## config.mk

```make
export PLATFORM = sky130hd
export DESIGN_NAME = msc_engine
export DESIGN_NICKNAME = d
export VERILOG_FILES = /design/src/rtl/msc_pkg.sv /design/src/rtl/msc_op_decode.sv /design/src/rtl/msc_sck_gen.sv /design/src/rtl/msc_lane_shift.sv /design/src/rtl/msc_pin_mux.sv /design/src/rtl/msc_engine.sv
export SDC_FILE = /design/constraint.sdc
export NUM_CORES = 1
export LEC_CHECK = 0
export CORE_MARGIN = 1.5
export CORE_UTILIZATION = 40
export CTS_CLUSTER_SIZE = 14
export DETAILED_ROUTE_END_ITERATION = 16
export GPL_ROUTABILITY_DRIVEN = 0
export PLACE_DENSITY = 0.66
export SYNTH_ARGS = -nofsm -noshare
export SYNTH_HDL_FRONTEND = slang
export SYNTH_SLANG_ARGS = --single-unit
```

## constraint.sdc

```tcl
create_clock -name clk -period 2.4 [get_ports clk]
set_clock_uncertainty 0.05 [all_clocks]
set_input_delay 0.72 -clock clk [delete_from_list [all_inputs] [get_ports clk]]
set_output_delay 0.72 -clock clk [all_outputs]
set_load 0.01 [all_outputs]
```

## src/rtl/msc_pkg.sv

```systemverilog
package msc_pkg;

  localparam logic [3:0] OP_CS_HIGH = 4'h0;
  localparam logic [3:0] OP_CS_LOW  = 4'h1;
  localparam logic [3:0] OP_PULSE   = 4'h2;
  localparam logic [3:0] OP_TX1     = 4'h8;
  localparam logic [3:0] OP_TX2     = 4'h9;
  localparam logic [3:0] OP_TX4     = 4'hA;

  typedef enum logic [1:0] {
    LW_1 = 2'd0,
    LW_2 = 2'd1,
    LW_4 = 2'd2
  } lane_w_e;

  typedef struct packed {
    logic    set_cs;    // opcode touches chip select
    logic    cs_level;  // level for cs_n
    logic    start;     // opcode runs the serial clock
    logic    is_shift;  // opcode moves data
    lane_w_e lw;        // lanes used by a shift
  } op_dec_t;

endpackage

```

## src/rtl/msc_op_decode.sv

```systemverilog
module msc_op_decode
  import msc_pkg::*;
(
  input  logic [3:0] op,
  output op_dec_t    dec
);

  always_comb begin
    dec = '{set_cs: 1'b0, cs_level: 1'b1, start: 1'b0, is_shift: 1'b0, lw: LW_1};
    case (op)
      OP_CS_HIGH: begin dec.set_cs = 1'b1; dec.cs_level = 1'b1; end
      OP_CS_LOW:  begin dec.set_cs = 1'b1; dec.cs_level = 1'b0; end
      OP_PULSE:   dec.start = 1'b1;
      OP_TX1:     begin dec.start = 1'b1; dec.is_shift = 1'b1; dec.lw = LW_1; end
      OP_TX2:     begin dec.start = 1'b1; dec.is_shift = 1'b1; dec.lw = LW_2; end
      OP_TX4:     begin dec.start = 1'b1; dec.is_shift = 1'b1; dec.lw = LW_4; end
      default:    ;
    endcase
  end

endmodule

```

## src/rtl/msc_sck_gen.sv

```systemverilog
module msc_sck_gen #(
  parameter int HALF_DIV = 2
) (
  input  logic clk,
  input  logic rst_n,
  input  logic run,
  output logic sck,
  output logic rise,
  output logic fall
);

  localparam int CW = (HALF_DIV > 1) ? $clog2(HALF_DIV) : 1;
  localparam logic [CW-1:0] LAST = CW'(HALF_DIV - 1);

  logic [CW-1:0] cnt_q;
  logic          sck_q;
  logic          edge_now;

  assign edge_now = run && (cnt_q == LAST);
  assign rise     = edge_now && !sck_q;
  assign fall     = edge_now && sck_q;
  assign sck      = sck_q;

  always_ff @(posedge clk or negedge rst_n) begin
    if (!rst_n) begin
      cnt_q <= '0;
      sck_q <= 1'b0;
    end else if (run) begin
      if (cnt_q == LAST) begin
        cnt_q <= '0;
        sck_q <= ~sck_q;
      end else begin
        cnt_q <= cnt_q + 1'b1;
      end
    end
  end

  // the serial clock rests low whenever no pulse or shift is running
  p_sck_idle_r6: assert property (@(posedge clk) disable iff (!rst_n)
    !run |-> !sck_q);

endmodule

```

## src/rtl/msc_lane_shift.sv

```systemverilog
module msc_lane_shift
  import msc_pkg::*;
#(
  parameter int DATA_W = 8
) (
  input  logic              clk,
  input  logic              rst_n,
  input  logic              load,
  input  logic [DATA_W-1:0] load_byte,
  input  lane_w_e           load_lw,
  input  logic              load_drive,
  input  logic              shift_en,
  input  logic              sample_en,
  input  logic [3:0]        din,
  output logic [3:0]        dout,
  output logic [DATA_W-1:0] rx
);

  logic [DATA_W-1:0] tx_q;
  logic [DATA_W-1:0] rx_q;
  lane_w_e           lw_q;
  logic              drv_q;

  always_ff @(posedge clk or negedge rst_n) begin
    if (!rst_n) begin
      tx_q  <= '0;
      lw_q  <= LW_1;
      drv_q <= 1'b0;
    end else if (load) begin
      tx_q  <= load_byte;
      lw_q  <= load_lw;
      drv_q <= load_drive;
    end else if (shift_en) begin
      case (lw_q)
        LW_1:    tx_q <= tx_q << 1;
        LW_2:    tx_q <= tx_q << 2;
        default: tx_q <= tx_q << 4;
      endcase
    end
  end

  always_ff @(posedge clk or negedge rst_n) begin
    if (!rst_n) begin
      rx_q <= '0;
    end else if (sample_en) begin
      case (lw_q)
        LW_1:    rx_q <= {rx_q[DATA_W-2:0], din[0]};
        LW_2:    rx_q <= {rx_q[DATA_W-3:0], din[1:0]};
        default: rx_q <= {rx_q[DATA_W-5:0], din[3:0]};
      endcase
    end
  end

  always_comb begin
    dout = 4'b0000;
    if (drv_q) begin
      case (lw_q)
        LW_1:    dout = {3'b000, tx_q[DATA_W-1]};
        LW_2:    dout = {2'b00, tx_q[DATA_W-1 -: 2]};
        default: dout = tx_q[DATA_W-1 -: 4];
      endcase
    end
  end

  assign rx = rx_q;

endmodule

```

## src/rtl/msc_pin_mux.sv

```systemverilog
module msc_pin_mux (
  input  logic       own,
  input  logic       man_cs_n,
  input  logic       man_sck,
  input  logic [3:0] man_dout,
  input  logic       auto_cs_n,
  input  logic       auto_sck,
  input  logic [3:0] auto_dout,
  output logic       cs_n,
  output logic       sck,
  output logic [3:0] dout
);

  always_comb begin
    if (own) begin
      cs_n = man_cs_n;
      sck  = man_sck;
      dout = man_dout;
    end else begin
      cs_n = auto_cs_n;
      sck  = auto_sck;
      dout = auto_dout;
    end
  end

endmodule

```

## src/rtl/msc_engine.sv

```systemverilog
module msc_engine
  import msc_pkg::*;
#(
  parameter int HALF_DIV = 2,
  parameter int DATA_W   = 8,
  parameter int CMD_W    = 16,
  parameter int OP_LSB   = 8,
  parameter int WR_BIT   = 13
) (
  input  logic              clk,
  input  logic              rst_n,
  input  logic              man_en,
  input  logic              mux_sel,
  input  logic              cmd_valid,
  output logic              cmd_ready,
  input  logic [CMD_W-1:0]  cmd_data,
  input  logic              rd_clr,
  output logic [DATA_W-1:0] rd_data,
  output logic              rd_vld,
  output logic              busy,
  input  logic              auto_cs_n,
  input  logic              auto_sck,
  input  logic [3:0]        auto_dout,
  output logic              cs_n,
  output logic              sck,
  output logic [3:0]        dout,
  input  logic [3:0]        din
);

  localparam int CNT_W = $clog2(DATA_W + 1);
  localparam logic [CNT_W-1:0] ONE = CNT_W'(1);

  logic              owned;
  logic              accept;
  op_dec_t           dec;
  logic [CNT_W-1:0]  n_clk;
  logic              busy_q;
  logic [CNT_W-1:0]  left_q;
  logic              shift_q;
  logic              rdop_q;
  logic              cs_q;
  logic [DATA_W-1:0] rd_q;
  logic              vld_q;
  logic              sck_m;
  logic              rise;
  logic              fall;
  logic              last_fall;
  logic [3:0]        dout_m;
  logic [DATA_W-1:0] rx;
  logic              unused_cmd_bits;

  assign unused_cmd_bits = ^cmd_data;

  assign owned     = man_en && mux_sel;
  assign cmd_ready = owned && !busy_q;
  assign accept    = cmd_valid && cmd_ready;
  assign last_fall = busy_q && fall && (left_q == ONE);

  msc_op_decode u_dec (
    .op  (cmd_data[OP_LSB +: 4]),
    .dec (dec)
  );

  always_comb begin
    case (dec.lw)
      LW_1:    n_clk = CNT_W'(DATA_W);
      LW_2:    n_clk = CNT_W'(DATA_W / 2);
      default: n_clk = CNT_W'(DATA_W / 4);
    endcase
  end

  msc_sck_gen #(.HALF_DIV(HALF_DIV)) u_sck (
    .clk   (clk),
    .rst_n (rst_n),
    .run   (busy_q),
    .sck   (sck_m),
    .rise  (rise),
    .fall  (fall)
  );

  msc_lane_shift #(.DATA_W(DATA_W)) u_shift (
    .clk        (clk),
    .rst_n      (rst_n),
    .load       (accept && dec.is_shift),
    .load_byte  (cmd_data[DATA_W-1:0]),
    .load_lw    (dec.lw),
    .load_drive (cmd_data[WR_BIT]),
    .shift_en   (busy_q && shift_q && fall && (left_q != ONE)),
    .sample_en  (busy_q && shift_q && rise),
    .din        (din),
    .dout       (dout_m),
    .rx         (rx)
  );

  // Sequencing: chip select, clock budget and ownership of the run
  always_ff @(posedge clk or negedge rst_n) begin
    if (!rst_n) begin
      cs_q    <= 1'b1;
      busy_q  <= 1'b0;
      left_q  <= '0;
      shift_q <= 1'b0;
      rdop_q  <= 1'b0;
    end else if (accept) begin
      if (dec.set_cs) cs_q <= dec.cs_level;
      if (dec.start) begin
        busy_q  <= 1'b1;
        left_q  <= dec.is_shift ? n_clk : ONE;
        shift_q <= dec.is_shift;
        rdop_q  <= dec.is_shift && !cmd_data[WR_BIT];
      end
    end else if (busy_q && fall) begin
      if (left_q == ONE) busy_q <= 1'b0;
      else               left_q <= left_q - 1'b1;
    end
  end

  // Read capture; a completing read beats a clear on the same edge
  always_ff @(posedge clk or negedge rst_n) begin
    if (!rst_n) begin
      rd_q  <= '0;
      vld_q <= 1'b0;
    end else if (last_fall && shift_q && rdop_q) begin
      rd_q  <= rx;
      vld_q <= 1'b1;
    end else if (rd_clr) begin
      vld_q <= 1'b0;
    end
  end

  msc_pin_mux u_mux (
    .own       (owned),
    .man_cs_n  (cs_q),
    .man_sck   (sck_m),
    .man_dout  (dout_m),
    .auto_cs_n (auto_cs_n),
    .auto_sck  (auto_sck),
    .auto_dout (auto_dout),
    .cs_n      (cs_n),
    .sck       (sck),
    .dout      (dout)
  );

  assign busy    = busy_q;
  assign rd_data = rd_q;
  assign rd_vld  = vld_q;

  // a run only begins on a handshake edge
  p_busy_start_r2: assert property (@(posedge clk) disable iff (!rst_n)
    $rose(busy_q) |-> $past(cmd_valid && cmd_ready));

  // chip select cannot move while a pulse or shift runs
  p_cs_hold_r11: assert property (@(posedge clk) disable iff (!rst_n)
    busy_q |=> $stable(cs_q));

  // a new read byte only appears at the end of a run
  p_rd_from_run_r7: assert property (@(posedge clk) disable iff (!rst_n)
    $rose(vld_q) |-> $past(busy_q));

  // read shifts keep the manual lanes at zero
  p_read_quiet_r7: assert property (@(posedge clk) disable iff (!rst_n)
    (busy_q && rdop_q) |-> (dout_m == 4'b0000));

  // a clear with no run in flight always empties the flag
  p_clr_r8: assert property (@(posedge clk) disable iff (!rst_n)
    (rd_clr && !busy_q) |=> !vld_q);

  // an unknown opcode leaves the engine idle and chip select alone
  p_ignored_r9: assert property (@(posedge clk) disable iff (!rst_n)
    (accept && !dec.set_cs && !dec.start) |=> (!busy_q && $stable(cs_q)));

endmodule

```

==> flow_summary.json, run 1 <==
{
  "power_density_mw_per_mm2": 709,
  "numPortBuffers": 45,
  "fin_nets": 308,
  "finalHoldViolCount": 0,
  "numCtsBuffers": 5,
  "syn_nets": 244,
  "clk_path_buf_depth": 2,
  "synth_ff_type": "dfrtp_1",
  "start_kind": "primary input",
  "rsz0062_at_grt": "no",
  "ant_nets": 0,
  "critical_path_required_ns": 1.63,
  "initial_core_util_pct": 41.8,
  "fmax_ghz": 0.424,
  "fillers": 458,
  "worstPathMaxFanout": 5,
  "syn_inst": 210,
  "wl_met3_um": 198,
  "maxSlewViolCount": 0,
  "synth.distinct_cells": 40,
  "drv_cap": 0,
  "hpwl_um": 3670,
  "ir_drop_uv": 364,
  "postCtsSetupRepairBufs": 0,
  "clkTransAtPathRegs_ns": 0.08,
  "core_area_mm2": 0.00517,
  "setup_viol": 0,
  "row_count": 26,
  "finalCriticalPeriod_ns": 2.36,
  "drc": 0,
  "critPathKind": "in -> out",
  "synth_area_mm2": 0.00216,
  "cts_root_buffer": "clkbuf_8",
  "grt_pass1_vias": 1791,
  "die-area_mm2": 0.00586,
  "slew_headroom_pct": 67.9,
  "synth_seq_cells": 38,
  "cts_num_sinks": 38,
  "yosys_warnings": 0,
  "routedWlPerCell_um": 14.2,
  "crit_buf_inv": 3,
  "place_area_mm2": 0.00284,
  "die_w_um": 76.5,
  "viasPerCell": 4.99,
  "vias": 1722,
  "met2_length_um": 2460,
  "wirelength_um": 4900,
  "dr.first_iter.drc_count": 91,
  "leakage_uw": 0.00134,
  "critPathCaptureType": "primary output",
  "grt_max_degree": 21,
  "timing.final.crit_share_pct": 98.4,
  "layout_commonest_cell": "dfrtp_1",
  "firstDrtPassIters": 4,
  "grt_usage_pct": 18.6,
  "max_slew.worst_pin.slew_ns": 0.481,
  "synth_edf_count": 0,
  "crit_family": "buffers and inverters",
  "cts_tree": "done",
  "stdcell_area_mm2": 0.00294,
  "wl_met1_um": 2210,
  "area_growth_pct": 35.8,
  "ios": 49,
  "hold_slack_ns": 0.331,
  "htreeDepth": 2,
  "r2r_slack_ns": 0.32,
  "clk_latency_ns": 0.29,
  "antenna_cells": 0,
  "hold_class": "in -> async",
  "crit_path_max_incr_delay_ns": 0.32,
  "layout_common_cells": "dfrtp_1, clkdlybuf4s50_1, nand2_1",
  "ys_seq_area_share_pct": 44.0,
  "drive_above_1_share_pct": 25.1,
  "grt_pass1_wl_um": 8540,
  "path_cells": "clkdlybuf4s15_2 -> nand2_2 -> buf_6 -> mux2_2 -> buf_2",
  "status": "finished clean",
  "final_core_util_pct": 56.8,
  "die_y_um": 76.5,
  "top_layer_used": "met4",
  "avgSynthCellArea_um2": 10.3,
  "antenna_found_initial": 0,
  "grt_overflow": 0,
  "cp.arrival_ns": 1.59,
  "cp_slowest_cell": "mux2_2",
  "ys_async_sr_fraction_pct": 100
}
-- worst paths after layout --
kind                           start             to  cells after the start
min in group clk              rd_vld         rd_vld                      1
max in group asynchronous      rst_n           cs_q                      2
min                            rst_n  u_shift.drv_q                      1
max reg2reg                left_q[1]     rd_data[2]                      5
min reg2reg                   rd_vld         rd_vld                      1
max                          mux_sel            sck                      5
-- Yosys cell counts, types with 2 or more instances --
cell type  count  area, um^2
nand2b_1       3        18.8
mux2_2        12         135
dfrtp_1       37         926
or3_1          2        12.5
o22ai_1        2        12.5
inv_1          8        30.0
o2bb2ai_1      2        17.5
nor2_1        19        71.3
clkbuf_1       6        22.5
ha_1           2        25.0
mux2_4        14         210
a22o_1         3        26.3
nand3_1        2        10.0
mux2i_1       16         160
a211oi_1       2        15.0
nor3_1         4        20.0
nor4_1         2        12.5
a21oi_1       10        50.1
o21ai_0       16        80.1
a21o_1         2        15.0
nand2_1       23        86.3
buf_2          5        25.0
-- kinds of logic after synthesis --
kind of cell | synth area share, %
buffers and inverters | 4.11
multiplexers | 23.4
XOR/XNOR | 0.810
AND/OR/NAND/NOR | 13.7
AO/OA/AOI/OAI | 12.8
adder cells (fa/ha/maj) | 1.16
flip-flops | 44.0
-- worst reg2reg max path: cells and delay by family (launching register included) --
kind / cells / cell delay, ns
AND/OR/NAND/NOR: 2 / 0.86
adder cells (fa/ha/maj): 1 / 0.17
buffers and inverters: 1 / 0.08
flip-flops: 1 / 0.39
multiplexers: 1 / 0.40
-- what timing repair did --
| item | in CTS | in global routing |
|---|---|---|
| resized for setup | 23 | 6 |
| hold buffers | 0 | 0 |
| endpoints found under the setup margin | 14 | 11 |
| pin swaps | 1 | 1 |
-- metal layers --
layer	up-vias	GRT usage (%)
li1	870	-
met1	817	22.6
met2	33	31.8
met3	2	4.91
met4	0	6.67
met5	-	0
-- per-stage QoR --
stage / TNS, ns / std cells / power (uW) / setup WS, ns
2_1_floorplan: 0 / 210 / 1350 / 0.191
4_1_cts: 0 / 345 / 2100 / 0.0195
3_5_place_dp: -7.66 / 337 / 1640 / -0.691
3_3_place_gp: -7.57 / 337 / 1610 / -0.623
6_report: 0 / 345 / 2080 / 0.0392
5_1_grt: 0 / 345 / 2240 / 0.00663
-- sequential cells by signal, indices dropped and copies added (netlist names) --
register       cells
u_sck.cnt_q        1
u_shift.drv_q      1
cs_q               1
u_shift.rx         8
u_sck.sck          1
u_shift.tx_q       8
rd_data            8
u_shift.lw_q       2
rdop_q             1
left_q             4
shift_q            1
rd_vld             1
busy               1
-- area by class of cell --
class	instances	area [um^2]	share of cell area, %
clock buffer	6	82.6	2.81
clock inverter	2	12.5	0.426
inverter	8	30.0	1.02
multi-input combinational	152	1130	38.5
sequential	38	952	32.4
tap	70	87.6	2.98
timing repair buffer	69	641	21.8
-- report_power, final --
part | internal [uW] | switching [uW] | leakage [uW] | total [uW]
clock network | 231 | 230 | 0.0000472 | 461
registers | 772 | 149 | 0.000484 | 921
logic | 391 | 310 | 0.000810 | 701
total | 1390 | 689 | 0.00134 | 2080
Note: power is estimated with default switching activity, not from simulation.
==> inputs of run 2 (changes only) <==
- CAP_MARGIN: unset -> 20
- SYNTH_HIERARCHICAL: unset -> 1
==> flow_summary.json, run 2 <==
{
  "cts_root_buffer": "clkbuf_8",
  "clk_latency_ns": 0.29,
  "finalCriticalPeriod_ns": 2.38,
  "ys_async_sr_fraction_pct": 100,
  "max_slew.worst_pin.slew_ns": 0.487,
  "cts_tree": "done",
  "die_y_um": 77.4,
  "place_area_mm2": 0.00278,
  "swShare_pct": 31.0,
  "cp.arrival_ns": 1.61,
  "r2r-start": "left_q[1]",
  "grt_pass1_wl_um": 7720,
  "fin_nets": 302,
  "area_growth_pct": 31.6,
  "core_area_mm2": 0.00520,
  "synth_top_area_share_pct": 41.8,
  "numPortBuffers": 45,
  "grt_overflow": 0,
  "hpwl_um": 3330,
  "timing.final.crit_share_pct": 99.1,
  "worstPathMaxFanout": 4,
  "synth_ff_type": "dfrtp_1",
  "drc": 0,
  "clk_path_buf_depth": 2,
  "synth_seq_cells": 38,
  "r2r_slack_ns": 0.25,
  "rsz0062_at_grt": "no",
  "hold_class": "in -> async",
  "ios": 49,
  "htreeDepth": 2,
  "synth_edf_count": 0,
  "slew_headroom_pct": 67.5,
  "critPathCaptureType": "primary output",
  "critical_path_required_ns": 1.63,
  "p_switching_uw": 743,
  "syn_inst": 213,
  "die-area_mm2": 0.00599,
  "r2r_cells": 7,
  "synth_top_area_cell": "dfrtp_1",
  "syn_nets": 247,
  "stdcell_area_mm2": 0.00291,
  "cts_num_sinks": 38,
  "grt_usage_pct": 16.2,
  "synth.distinct_cells": 50,
  "antenna_cells": 0,
  "setup_viol": 0,
  "wirelength_um": 4540,
  "total_power_uw": 2400,
  "layout_common_cells": "dfrtp_1, clkdlybuf4s50_1, nand2_1",
  "ir_drop_uv": 329,
  "synth_area_mm2": 0.00221,
  "r2r-end": "u_shift/tx_q[3]",
  "die_w_um": 77.4,
  "firstDrtPassIters": 4,
  "avgSynthCellArea_um2": 10.4,
  "clkTransAtPathRegs_ns": 0.08,
  "layout_commonest_cell": "dfrtp_1",
  "row_count": 26,
  "synth_area_leaders": "dfrtp_1, mux2_2, mux2_4, o211a_1, nand2_1",
  "power_density_mw_per_mm2": 822,
  "grt_max_degree": 39,
  "finalHoldViolCount": 0,
  "ant_nets": 0,
  "fmax_ghz": 0.420,
  "vias": 1782,
  "crit_start": "man_en",
  "ys_seq_area_share_pct": 43.0,
  "dr.first_iter.drc_count": 120,
  "synth_common_cells": "dfrtp_1, nand2_1, inv_1, mux2_2, o21ai_0",
  "status": "finished clean",
  "viasPerCell": 5.26,
  "internal-power_uw": 1650,
  "initial_core_util_pct": 42.5,
  "antenna_found_initial": 0,
  "clkPwrFrac_pct": 27.3,
  "drive_above_1_share_pct": 24.2,
  "yosys_warnings": 6,
  "combPwrFrac_pct": 31.6,
  "numCtsBuffers": 5,
  "leakage_uw": 0.00135,
  "routedWlPerCell_um": 13.4,
  "start_kind": "primary input",
  "critPathKind": "in -> out",
  "grt_pass1_vias": 1666,
  "synth.most_common_cell": "dfrtp_1",
  "maxSlewViolCount": 0,
  "drv_cap": 0,
  "seqPwrFrac_pct": 41.1
}
==> run 2: cell types whose count changed after synthesis, moves of 6 or more <==
cell     change
nor2_1      -12
inv_1        +7
o22ai_1      +6
o211a_1      +7
mux2_4       -8
a21oi_1      -8
mux2i_1     -12
==> run 2: worst max path at each step <==
stage / end / slack, ns / cells after the start
6_report: cs_n / 0.02 / 5
5_1_grt: sck / 0.0004 / 5
4_1_cts: cs_n / 0.01 / 5
3_5_place_dp: dout[2] / -0.65 / 5
3_3_place_gp: dout[0] / -0.65 / 5
2_1_floorplan: cs_n / 0.32 / 3
==> run 2: area by class of cell <==
| cell class | count | area (um^2) |
|---|---|---|
| multi-input cells | 146 | 1110 |
| clock inverters | 3 | 68.8 |
| well taps | 70 | 87.6 |
| flip-flops and latches | 38 | 952 |
| repair buffers | 62 | 571 |
| inverters | 15 | 56.3 |
| clock buffers | 5 | 68.8 |
| fillers | 480 | 2290 |
==> run 2: what timing repair did <==
item / in CTS / in global routing
resized for setup: 36 / 2
endpoints found under the setup margin: 7 / 6
pin swaps: 1 / 1
hold buffers: 0 / 0
setup buffers: 0 / 0
==> run 2: per-layer routing <==
layer  GRT usage [%]  share of wire, %
met3            4.00               5.3
met4            6.73               2.0
met2            24.3                44
met1            22.2                49
met5               0                 0
==> run 2: cells by family after synthesis <==
group / count (synthesis) / synth area share (%)
adders and majority gates: 2 / 1.13
DFF: 38 / 43.0
AOI/OAI and AO/OA: 54 / 17.9
buffers and inverters: 29 / 7.01
and+or+nand+nor: 63 / 16.6
xor gates and xnor gates: 2 / 0.792
muxes: 25 / 13.5
==> run 2: critical path, stage by stage <==
cell and delay (ns):
clkdlybuf4s15_1 0.18, and2_4 0.17, buf_6 0.13, mux2_4 0.30
buf_6 0.12
==> run 2: metrics by stage <==
| step | util (%) | setup TNS (ns) | hold WS, ns | std cells | worst slack, ns |
|---|---|---|---|---|---|
| finish | 56.0 | 0 | 0.417 | 339 | 0.0215 |
| global route | 56.0 | 0 | 0.450 | 339 | 0.000432 |
| CTS | 55.9 | 0 | 0.435 | 339 | 0.0128 |
| detailed placement | 53.3 | -4.42 | 0.418 | 331 | -0.647 |
| global placement | 53.3 | -4.32 | 0.412 | 331 | -0.650 |
| floorplan | - | 0 | 0.374 | 213 | 0.320 |
==> run 2: power groups by stage <==
stage / combinational [uW] / clock, uW / sequential [uW]
after global placement: 753 / 0 / 994
after global routing: 852 / 694 / 1020
after CTS: 761 / 670 / 987
final: 757 / 654 / 985
after floorplan: 549 / 0 / 944
after detailed placement: 767 / 0 / 997
